==> src/rtl/pjmp_pkg.sv <==
package pjmp_pkg;

   localparam logic [5:0] PJMP_OPCODE = 6'h1E;
   localparam int         INSN_W      = 32;
   localparam int         DISP_W      = 13;

   typedef enum logic [1:0] {
      HINT_JUMP = 2'b00,
      HINT_CALL = 2'b01,
      HINT_RET  = 2'b10,
      HINT_CORO = 2'b11
   } hint_e;

   typedef struct packed {
      logic              match;
      hint_e             hint;
      logic              stall;
      logic [DISP_W-1:0] disp;
   } dec_t;

endpackage

==> src/rtl/pjmp_decode.sv <==
module pjmp_decode
   import pjmp_pkg::*;
#(
   parameter int PC_W = 32
) (
   input  logic [INSN_W-1:0] insn_i,
   input  logic [PC_W-1:0]   pc_i,
   output dec_t              dec_o,
   output logic [PC_W-1:0]   seq_pc_o,
   output logic [PC_W-1:0]   jump_tgt_o
);

   localparam int EXT_W = PC_W - DISP_W - 2;

   if (EXT_W < 1) begin : g_bad_pc_w
      $error("pjmp_decode: PC_W too small for displacement");
   end

   logic [PC_W-1:0] disp_bytes;

   always_comb begin
      dec_o.match = (insn_i[31:26] == PJMP_OPCODE);
      dec_o.hint  = hint_e'(insn_i[15:14]);
      dec_o.stall = insn_i[13];
      dec_o.disp  = insn_i[DISP_W-1:0];
   end

   assign disp_bytes = {{EXT_W{insn_i[DISP_W-1]}}, insn_i[DISP_W-1:0], 2'b00};
   assign seq_pc_o   = pc_i + PC_W'(4);
   assign jump_tgt_o = pc_i + disp_bytes;

endmodule

==> src/rtl/pjmp_ras.sv <==
module pjmp_ras #(
   parameter int DEPTH = 8,
   parameter int W     = 32
) (
   input  logic         clk,
   input  logic         rst_n,
   input  logic         push_i,
   input  logic         pop_i,
   input  logic [W-1:0] push_data_i,
   output logic [W-1:0] top_o
);

   localparam int PTR_W = $clog2(DEPTH);

   if (DEPTH < 2 || (DEPTH & (DEPTH - 1)) != 0) begin : g_bad_depth
      $error("pjmp_ras: DEPTH must be a power of two, at least 2");
   end

   logic [PTR_W-1:0] ptr_q;
   logic [PTR_W-1:0] ptr_d;
   logic [PTR_W-1:0] wr_idx;
   logic [W-1:0]     slot_q [DEPTH];

   always_comb begin
      ptr_d  = ptr_q;
      wr_idx = ptr_q;
      unique case ({push_i, pop_i})
         2'b10:   begin ptr_d = ptr_q + 1'b1; wr_idx = ptr_q + 1'b1; end
         2'b01:   ptr_d = ptr_q - 1'b1;
         default: ;
      endcase
   end

   always_ff @(posedge clk or negedge rst_n) begin
      if (!rst_n) ptr_q <= '0;
      else        ptr_q <= ptr_d;
   end

   for (genvar e = 0; e < DEPTH; e++) begin : g_slot
      always_ff @(posedge clk or negedge rst_n) begin
         if (!rst_n)
            slot_q[e] <= '0;
         else if (push_i && wr_idx == PTR_W'(e))
            slot_q[e] <= push_data_i;
      end
   end

   assign top_o = slot_q[ptr_q];


   push_step_chk: assert property (@(posedge clk) disable iff (!rst_n)
      push_i && !pop_i |=> ptr_q == PTR_W'($past(ptr_q) + 1'b1));

   pop_step_chk: assert property (@(posedge clk) disable iff (!rst_n)
      pop_i && !push_i |=> ptr_q == PTR_W'($past(ptr_q) - 1'b1));

   swap_hold_chk: assert property (@(posedge clk) disable iff (!rst_n)
      pop_i && push_i |=> $stable(ptr_q) && top_o == $past(push_data_i));

   push_top_chk: assert property (@(posedge clk) disable iff (!rst_n)
      push_i |=> top_o == $past(push_data_i));

endmodule

==> src/rtl/pjmp_predictor.sv <==
module pjmp_predictor
   import pjmp_pkg::*;
#(
   parameter int PC_W         = 32,
   parameter int STACK_DEPTH  = 8,
   parameter bit CHECK_TARGET = 1'b1
) (
   input  logic              clk,
   input  logic              rst_n,
   input  logic              insn_valid_i,
   input  logic [INSN_W-1:0] insn_i,
   input  logic [PC_W-1:0]   insn_pc_i,
   input  logic [PC_W-1:0]   rb_value_i,
   input  logic              retire_i,
   output logic              pred_valid_o,
   output logic [PC_W-1:0]   pred_target_o,
   output logic              redirect_o,
   output logic              fetch_stall_o,
   output logic              priv_mode_o
);

   dec_t            dec;
   logic [PC_W-1:0] seq_pc;
   logic [PC_W-1:0] jump_tgt;
   logic [PC_W-1:0] stack_top;
   logic [PC_W-1:0] pred;
   logic            accept;
   logic            do_push;
   logic            do_pop;
   logic            wrong_tgt;

   pjmp_decode #(.PC_W(PC_W)) u_decode (
      .insn_i     (insn_i),
      .pc_i       (insn_pc_i),
      .dec_o      (dec),
      .seq_pc_o   (seq_pc),
      .jump_tgt_o (jump_tgt)
   );

   assign accept  = insn_valid_i && dec.match && !fetch_stall_o;
   assign do_push = accept && (dec.hint == HINT_CALL || dec.hint == HINT_CORO);
   assign do_pop  = accept && (dec.hint == HINT_RET  || dec.hint == HINT_CORO);

   pjmp_ras #(.DEPTH(STACK_DEPTH), .W(PC_W)) u_ras (
      .clk         (clk),
      .rst_n       (rst_n),
      .push_i      (do_push),
      .pop_i       (do_pop),
      .push_data_i (seq_pc),
      .top_o       (stack_top)
   );

   assign pred = dec.hint[1] ? stack_top : jump_tgt;

   if (CHECK_TARGET) begin : g_tgt_cmp
      assign wrong_tgt = ({rb_value_i[PC_W-1:1], 1'b0} != pred);
   end else begin : g_no_tgt_cmp
      assign wrong_tgt = 1'b0;
   end

   always_ff @(posedge clk or negedge rst_n) begin
      if (!rst_n) begin
         pred_valid_o  <= 1'b0;
         pred_target_o <= '0;
         redirect_o    <= 1'b0;
         fetch_stall_o <= 1'b0;
         priv_mode_o   <= 1'b1;
      end else begin
         pred_valid_o <= accept;
         redirect_o   <= accept && (dec.stall || wrong_tgt);
         if (accept) begin
            pred_target_o <= pred;
            priv_mode_o   <= rb_value_i[0];
            fetch_stall_o <= dec.stall;
         end else if (retire_i) begin
            fetch_stall_o <= 1'b0;
         end
      end
   end


   stall_hold_chk: assert property (@(posedge clk) disable iff (!rst_n)
      fetch_stall_o && !retire_i |=> fetch_stall_o);

   stall_redirect_chk: assert property (@(posedge clk) disable iff (!rst_n)
      $rose(fetch_stall_o) |-> redirect_o && pred_valid_o);

   stalled_ignore_chk: assert property (@(posedge clk) disable iff (!rst_n)
      fetch_stall_o |=> !pred_valid_o);

   redirect_pulse_chk: assert property (@(posedge clk) disable iff (!rst_n)
      redirect_o |-> pred_valid_o);

   priv_track_chk: assert property (@(posedge clk) disable iff (!rst_n)
      accept |=> priv_mode_o == $past(rb_value_i[0]));

   foreign_opc_chk: assert property (@(posedge clk) disable iff (!rst_n)
      !(insn_valid_i && dec.match) |=> !pred_valid_o && $stable(priv_mode_o));

endmodule

==> config.mk <==
export PLATFORM = sky130hd
export DESIGN_NAME = pjmp_predictor
export DESIGN_NICKNAME = d
export VERILOG_FILES = /design/src/rtl/pjmp_pkg.sv /design/src/rtl/pjmp_decode.sv /design/src/rtl/pjmp_ras.sv /design/src/rtl/pjmp_predictor.sv
export SDC_FILE = /design/constraint.sdc
export NUM_CORES = 1
export LEC_CHECK = 0
export ABC_AREA = 0
export CAP_MARGIN = 5
export CORE_MARGIN = 3
export CORE_UTILIZATION = 59
export CTS_CLUSTER_SIZE = 12
export DETAILED_ROUTE_END_ITERATION = 8
export GPL_ROUTABILITY_DRIVEN = 0
export PLACE_DENSITY_LB_ADDON = 0.05
export SYNTH_ARGS = -nofsm -noshare
export SYNTH_HDL_FRONTEND = slang
export SYNTH_SLANG_ARGS = --single-unit
==> constraint.sdc <==
create_clock -name clk -period 4.1 [get_ports clk]
set_input_delay 0.41 -clock clk [delete_from_list [all_inputs] [get_ports clk]]
set_output_delay 0.41 -clock clk [all_outputs]
set_load 0.01 [all_outputs]
# Word-level counts from Yosys, hierarchy flattened
# Index checks and enable logic that the tools add are counted.
# Widths: inputs -> output; s select.
dict set report classes {
  eq_ne 14
  n_addsub 4
  n_mux 8
  order_cmp 1
  bitwise 1
  n_reduce_logical 20
}
# operator n
set ops {}
lappend ops {{$bmux 32 s3} 1}
lappend ops {{$mux 32} 3}
lappend ops {{$add 32x3->32 const B} 1}
lappend ops {{$add 32x32->32} 1}
lappend ops {{$ne 32x32->1} 1}
lappend ops {{$logic_and 1x1->1} 13}
lappend ops {{$eq 3x3->1 const B} 4}
lappend ops {{$eq 2x2->1 const B} 3}
lappend ops {{$eq 3x2->1 const B} 2}
lappend ops {{$eq 6x5->1 const B} 1}
lappend ops {{$pmux 3 s2} 1}
lappend ops {{$eq 2x1->1 const B} 2}
lappend ops {{$ge 4x4->1 const B} 1}
lappend ops {{$not 3->4} 1}
lappend ops {{$reduce_bool 2->1} 2}
lappend ops {{$add 3x1->3 const B} 1}
lappend ops {{$eq 3x1->1 const B} 1}
lappend ops {{$logic_not 3->1} 1}
lappend ops {{$logic_or 1x1->1} 3}
lappend ops {{$mux 3} 1}
lappend ops {{$sub 3x1->3 const B} 1}
lappend ops {{$mux 1} 2}
lappend ops {{$logic_not 1->1} 1}
dict set report word_totals {
  register_bits 295
  output_inout_bits 36
  word_cells 62
  inputBits 100
}

# Depth between registers and ports, before layout
dict set report depth {
  ltp_word 8
  mapped_depth 14
  depth_no_buf 12
}

# Modules after synthesis
# From an unflattened synthesis, not the netlist that was laid out.
dict set report unflattened {
  cells_unflattened 1206
  area_unflattened_um2 16505.8
}
# mod seq_area_each_um2 area_each_um2 cells_each n_inst
set modules_own_cells {}
lappend modules_own_cells {pjmp_ras 6481.2 12299.3 696 1}
lappend modules_own_cells {pjmp_decode 0.0 2252.2 314 1}
lappend modules_own_cells {pjmp_predictor 902.1 1954.4 196 1}

# Least setup slack after synthesis
# No wires, ideal clock.
dict set report synth_timing {
  path_kind {input-to-reg}
  start {input port insn_i[0]}
  end {register redirect_o}
  t_required_ns 3.964
  n_path_buf 0
  path_stages 12
  arrival_ns 3.358
  slack_ns 0.606
  path_cell_list {ha_1 > fa_1 > a211oi_1 > o21bai_2 > o21a_1 > o311ai_1 > mux2_2 > nand3_1 > o311ai_0 > or4_1 > nor4_1 > a31oi_1}
}
dict set report synth_via {
  elab_chain_cells 5
}
# element line
set synth_rtl {}
lappend synth_rtl {{from (decl)} pjmp_predictor.sv:11} ;# input logic [INSN_W-1:0] insn_i,
lappend synth_rtl {{$add 32x32->32} pjmp_decode.sv:30} ;# assign jump_tgt_o = pc_i + disp_bytes;
lappend synth_rtl {{$mux 32} pjmp_predictor.sv:53} ;# assign pred = dec.hint[1] ? stack_top : jump_tgt;
lappend synth_rtl {{$ne 32x32->1} pjmp_predictor.sv:56} ;# assign wrong_tgt = ({rb_value_i[PC_W-1:1], 1'b0} != pred);
lappend synth_rtl {{$logic_or 1x1->1} pjmp_predictor.sv:70} ;# redirect_o <= accept && (dec.stall || wrong_tgt);
lappend synth_rtl {{$logic_and 1x1->1} pjmp_predictor.sv:70}
lappend synth_rtl {{to (signal assigned)} pjmp_predictor.sv:70}
lappend synth_rtl {{to (decl)} pjmp_predictor.sv:17} ;# output logic redirect_o,
# No other way between the ends.
# A chain may end at the register's enable or synchronous reset.

# Worst setup path in the final report
dict set report layout_timing {
  start {input port insn_pc_i[2]}
  end {register redirect_o}
}
dict set report layout_via {
  elab_chain_cells 5
}
# element line
set layout_rtl {}
lappend layout_rtl {{from (decl)} pjmp_predictor.sv:12} ;# input logic [PC_W-1:0] insn_pc_i,
lappend layout_rtl {{$add 32x32->32} pjmp_decode.sv:30}
lappend layout_rtl {{$mux 32} pjmp_predictor.sv:53}
lappend layout_rtl {{$ne 32x32->1} pjmp_predictor.sv:56}
lappend layout_rtl {{$logic_or 1x1->1} pjmp_predictor.sv:70}
lappend layout_rtl {{$logic_and 1x1->1} pjmp_predictor.sv:70}
# No other way between the ends.

==> flow_summary.json <==
{
  "drc_errors": 0,
  "routed_via_density": 6.10,
  "vias": 13200,
  "swShare": 0.281,
  "rows": 59,
  "power_frac_comb": 0.216,
  "critPathRequiredTime_ps": 4530,
  "reg2reg_depth": 12,
  "grtUsageTotal": 0.311,
  "regArea_sq_um": 7390,
  "cp_max_fo": 2,
  "fill_cells": 1942,
  "worstMarginPinSlew_ps": 896,
  "syn-cell-area_sq_um": 16100,
  "io_pins": 136,
  "dieWidth_um": 171,
  "p_int_w": 0.00533,
  "synth_edf_count": 0,
  "rsz0062_at_grt": "no",
  "finalHoldViolations": 0,
  "status": "finished, final reports clean",
  "clkSinkCount": 295,
  "synth-compound-area-share": 0.159,
  "crit_chain": "clkdlybuf4s50_1 -> ha_1 -> fa_1 -> a211oi_1 -> o21bai_2 -> o21a_1 -> o311ai_1 -> buf_4 -> mux2_2 -> nand3_1 -> o311ai_0 -> or4_1 -> nor4_1 -> a31oi_1",
  "synth_xor_area_frac": 0.0469,
  "pwr_density_cell_nw_per_um2": 387,
  "critPathCaptureType": "flop",
  "p_leak_nw": 8.56,
  "drt_iter0_markers": 1093,
  "drive_gt1_frac": 0.142,
  "reg2reg_to": "redirect_o$_DFF_PN0_",
  "critPathLaunch": "insn_pc_i[2]",
  "die_area_sq_um": 29300,
  "synth_top_flop_cell": "dfrtp_1",
  "worstSetupStartpointType": "primary input",
  "synth-seq-cells": 295,
  "finalCritPeriodShare": 0.898,
  "synth_top_area_share": 0.458,
  "postSynthAreaPerCell_sq_um": 9.68,
  "synth_area_leaders": "dfrtp_1 (46%), mux4_2 (6.6%), nand2_1 (5.8%), a21oi_1 (5.2%), o21ai_0 (5.1%)",
  "grt-ovfl-total": 0,
  "yosysSeqAreaShare": 0.459,
  "synthMuxAreaShare": 0.119,
  "clk_pin_slew_ps": 60,
  "ff2ff_setup_slack_ps": 510,
  "yosys.area_share.adder": 0.0277,
  "yosys.area_share.simple": 0.152,
  "ys_warn_count": 0,
  "drv_cap": 0,
  "worstHoldStart": "rb_value_i[0]",
  "first_global_vias": 13100,
  "fmax_ghz": 0.272,
  "antenna_found_initial": 0,
  "worstReg2RegStart": "u_ras.ptr_q[0]$_DFFE_PN0P_",
  "synth_top_family_by_area": "compound AO/OA/AOI/OAI gates",
  "cp_num_buf_inv": 2,
  "ant_nets": 0,
  "grt_pass1_wl_mm": 71.2,
  "max_stage_delay_ps": 520,
  "grt_max_degree": 111,
  "final_core_util": 0.724,
  "p_switching_w": 0.00208,
  "slew_headroom": 0.398,
  "htreeDepth": 1,
  "initial_core_util": 0.608,
  "async_flop_share": 1.00,
  "setup_tns_ps": 0,
  "crit_slowest_cell": "or4_1",
  "yosysTopAreaCell": "dfrtp_1",
  "setup_violations": 0,
  "place.detailed.hpwl_mm": 31.9,
  "nNetsFinal": 1947,
  "cp.arrival_ps": 4120,
  "cts_tree": "built",
  "root_buffer": "clkbuf_16",
  "multi_input_area_sq_um": 8120,
  "ys_types": 83,
  "drt_wl_total_mm": 44.6,
  "period_needed_ps": 3680,
  "vdd_ir_drop_max_uv": 324,
  "die_y_um": 171,
  "routedWlPerCell_um": 20.5,
  "cp_top_family": "compound AO/OA/AOI/OAI gates",
  "pwr-share-seq": 0.420,
  "yosysMostFrequentCell": "dfrtp_1",
  "synth_cells": 1660,
  "finalClockSkew_ps": 12.7,
  "numCtsBuffers": 31,
  "endpoint": "redirect_o$_DFF_PN0_",
  "drv_slew": 0,
  "cp.depth": 14,
  "syn-num-nets": 1795,
  "clk_path_buf_depth": 3,
  "area_growth_pct": 19.1,
  "first_pass_iters": 5,
  "p_clk_frac": 0.364,
  "min_path_type": "in2reg",
  "insertion_delay_ps": 580,
  "core_sq_um": 26400,
  "path_class": "in2reg",
  "portBuffers": 125,
  "post_cts_resized": 0,
  "synth_common_cells": "dfrtp_1 (294), nand2_1 (247), nor2_1 (182)"
}
-- registers in the layout (all words and copies together) (netlist names) --
register / count
fetch_stall_o: 1
pred_target_o: 32
pred_valid_o: 1
priv_mode_o: 1
redirect_o: 1
u_ras.ptr_q: 3
u_ras.slot_q: 256
-- per-layer routing --
| layer | share of wire | routed length (um) | up-vias | GRT usage |
|---|---|---|---|---|
| met5 | 0 | 0 | - | 0 |
| met4 | 0.033 | 1470 | 0 | 0.107 |
| met3 | 0.072 | 3230 | 86 | 0.0432 |
| met2 | 0.46 | 20700 | 498 | 0.502 |
| met1 | 0.43 | 19200 | 6461 | 0.438 |
| li1 | - | - | 6199 | - |
-- worst reg2reg max path, delay by kind of cell (launching register included) --
family / cells / cell delay [ps]
buffers and inverters: 3 / 640
AO/OA/AOI/OAI: 3 / 880
XOR/XNOR: 1 / 70
flip-flops: 1 / 680
AND/OR/NAND/NOR: 4 / 1100
multiplexers: 1 / 100
-- cells by family (layout without fill, tap and decap cells) --
kind of cell / count (synthesis) / count (layout)
muxes: 116 / 116
adders and majority gates: 35 / 35
xor gates and xnor gates: 86 / 86
DFF: 295 / 295
and+or+nand+nor: 563 / 563
other: 0 / 1
buffers and inverters: 126 / 300
AOI/OAI and AO/OA: 439 / 439
-- layout make-up --
class,instances,share of cell area
flip-flops and latches,295,0.386
repair buffers,226,0.112
inverters,19,0.00373
clock inverters,6,0.00235
clock buffers,49,0.0493
multi-input cells,1239,0.424
well taps,335,0.0219
diodes,1,0.000131
-- per-stage QoR --
| stage | setup WS [ps] | std cells | hold WS [ps] | cell area [sq um] | total power, W |
|---|---|---|---|---|---|
| 5_1_grt | 213 | 2169 | 364 | 19100 | 0.00772 |
| 3_5_place_dp | -167 | 2113 | 448 | 18100 | 0.00474 |
| 6_report | 418 | 2170 | 333 | 19100 | 0.00741 |
| 4_1_cts | 425 | 2169 | 310 | 19100 | 0.00745 |
| 2_1_floorplan | 606 | 1660 | 114 | 16100 | 0.00412 |
| 3_3_place_gp | -98.4 | 2113 | 445 | 18100 | 0.00472 |
-- worst min-delay path by stage --
| stage | end | depth (start not counted) |
|---|---|---|
| 6_report | priv_mode_o$_DFFE_PN1P_ | 3 |
| 5_1_grt | priv_mode_o$_DFFE_PN1P_ | 3 |
| 4_1_cts | priv_mode_o$_DFFE_PN1P_ | 3 |
| 3_5_place_dp | priv_mode_o$_DFFE_PN1P_ | 2 |
| 3_3_place_gp | pred_target_o[11]$_DFFE_PN0P_ | 1 |
| 2_1_floorplan | fetch_stall_o$_DFFE_PN0P_ | 0 |
-- power by group through the flow --
stage / clock, W / sequential (W) / combinational, W
global route: 0.00286 / 0.00312 / 0.00173
CTS: 0.00275 / 0.00311 / 0.00159
global placement: 0 / 0.00316 / 0.00156
finish: 0.00270 / 0.00311 / 0.00160
detailed placement: 0 / 0.00316 / 0.00158
floorplan: 0 / 0.00313 / 0.000994
-- cell usage in the layout, fill, tap and decap left out, types with 5 or more instances in the layout --
master	n
o21ai_1	5
o31ai_1	6
a211o_1	6
o21a_1	10
xnor2_1	33
mux4_1	7
buf_12	11
nand2_1	244
and3_1	11
clkdlybuf4s50_1	123
clkinv_2	5
mux4_2	47
inv_1	19
nand4_1	22
nand2b_1	9
mux2i_1	26
o21ai_0	165
mux2_2	34
nand3_1	25
nor2b_1	11
a31oi_1	11
a211oi_1	6
clkbuf_1	8
and4_1	6
a21oi_1	168
xor2_1	53
buf_4	89
or3_1	9
nor3_1	15
a21o_1	9
clkbuf_8	10
a22oi_1	5
ha_1	34
clkbuf_16	31
nor4_1	8
nor2_1	181
dfrtp_1	292
-- repair_timing --
item,in CTS,in global routing
setup buffers,0,0
endpoints found under the setup margin,0,0
endpoints found under the hold margin,85,0
hold buffers,1,0
No activity file was read; power rests on OpenSTA's default activity.
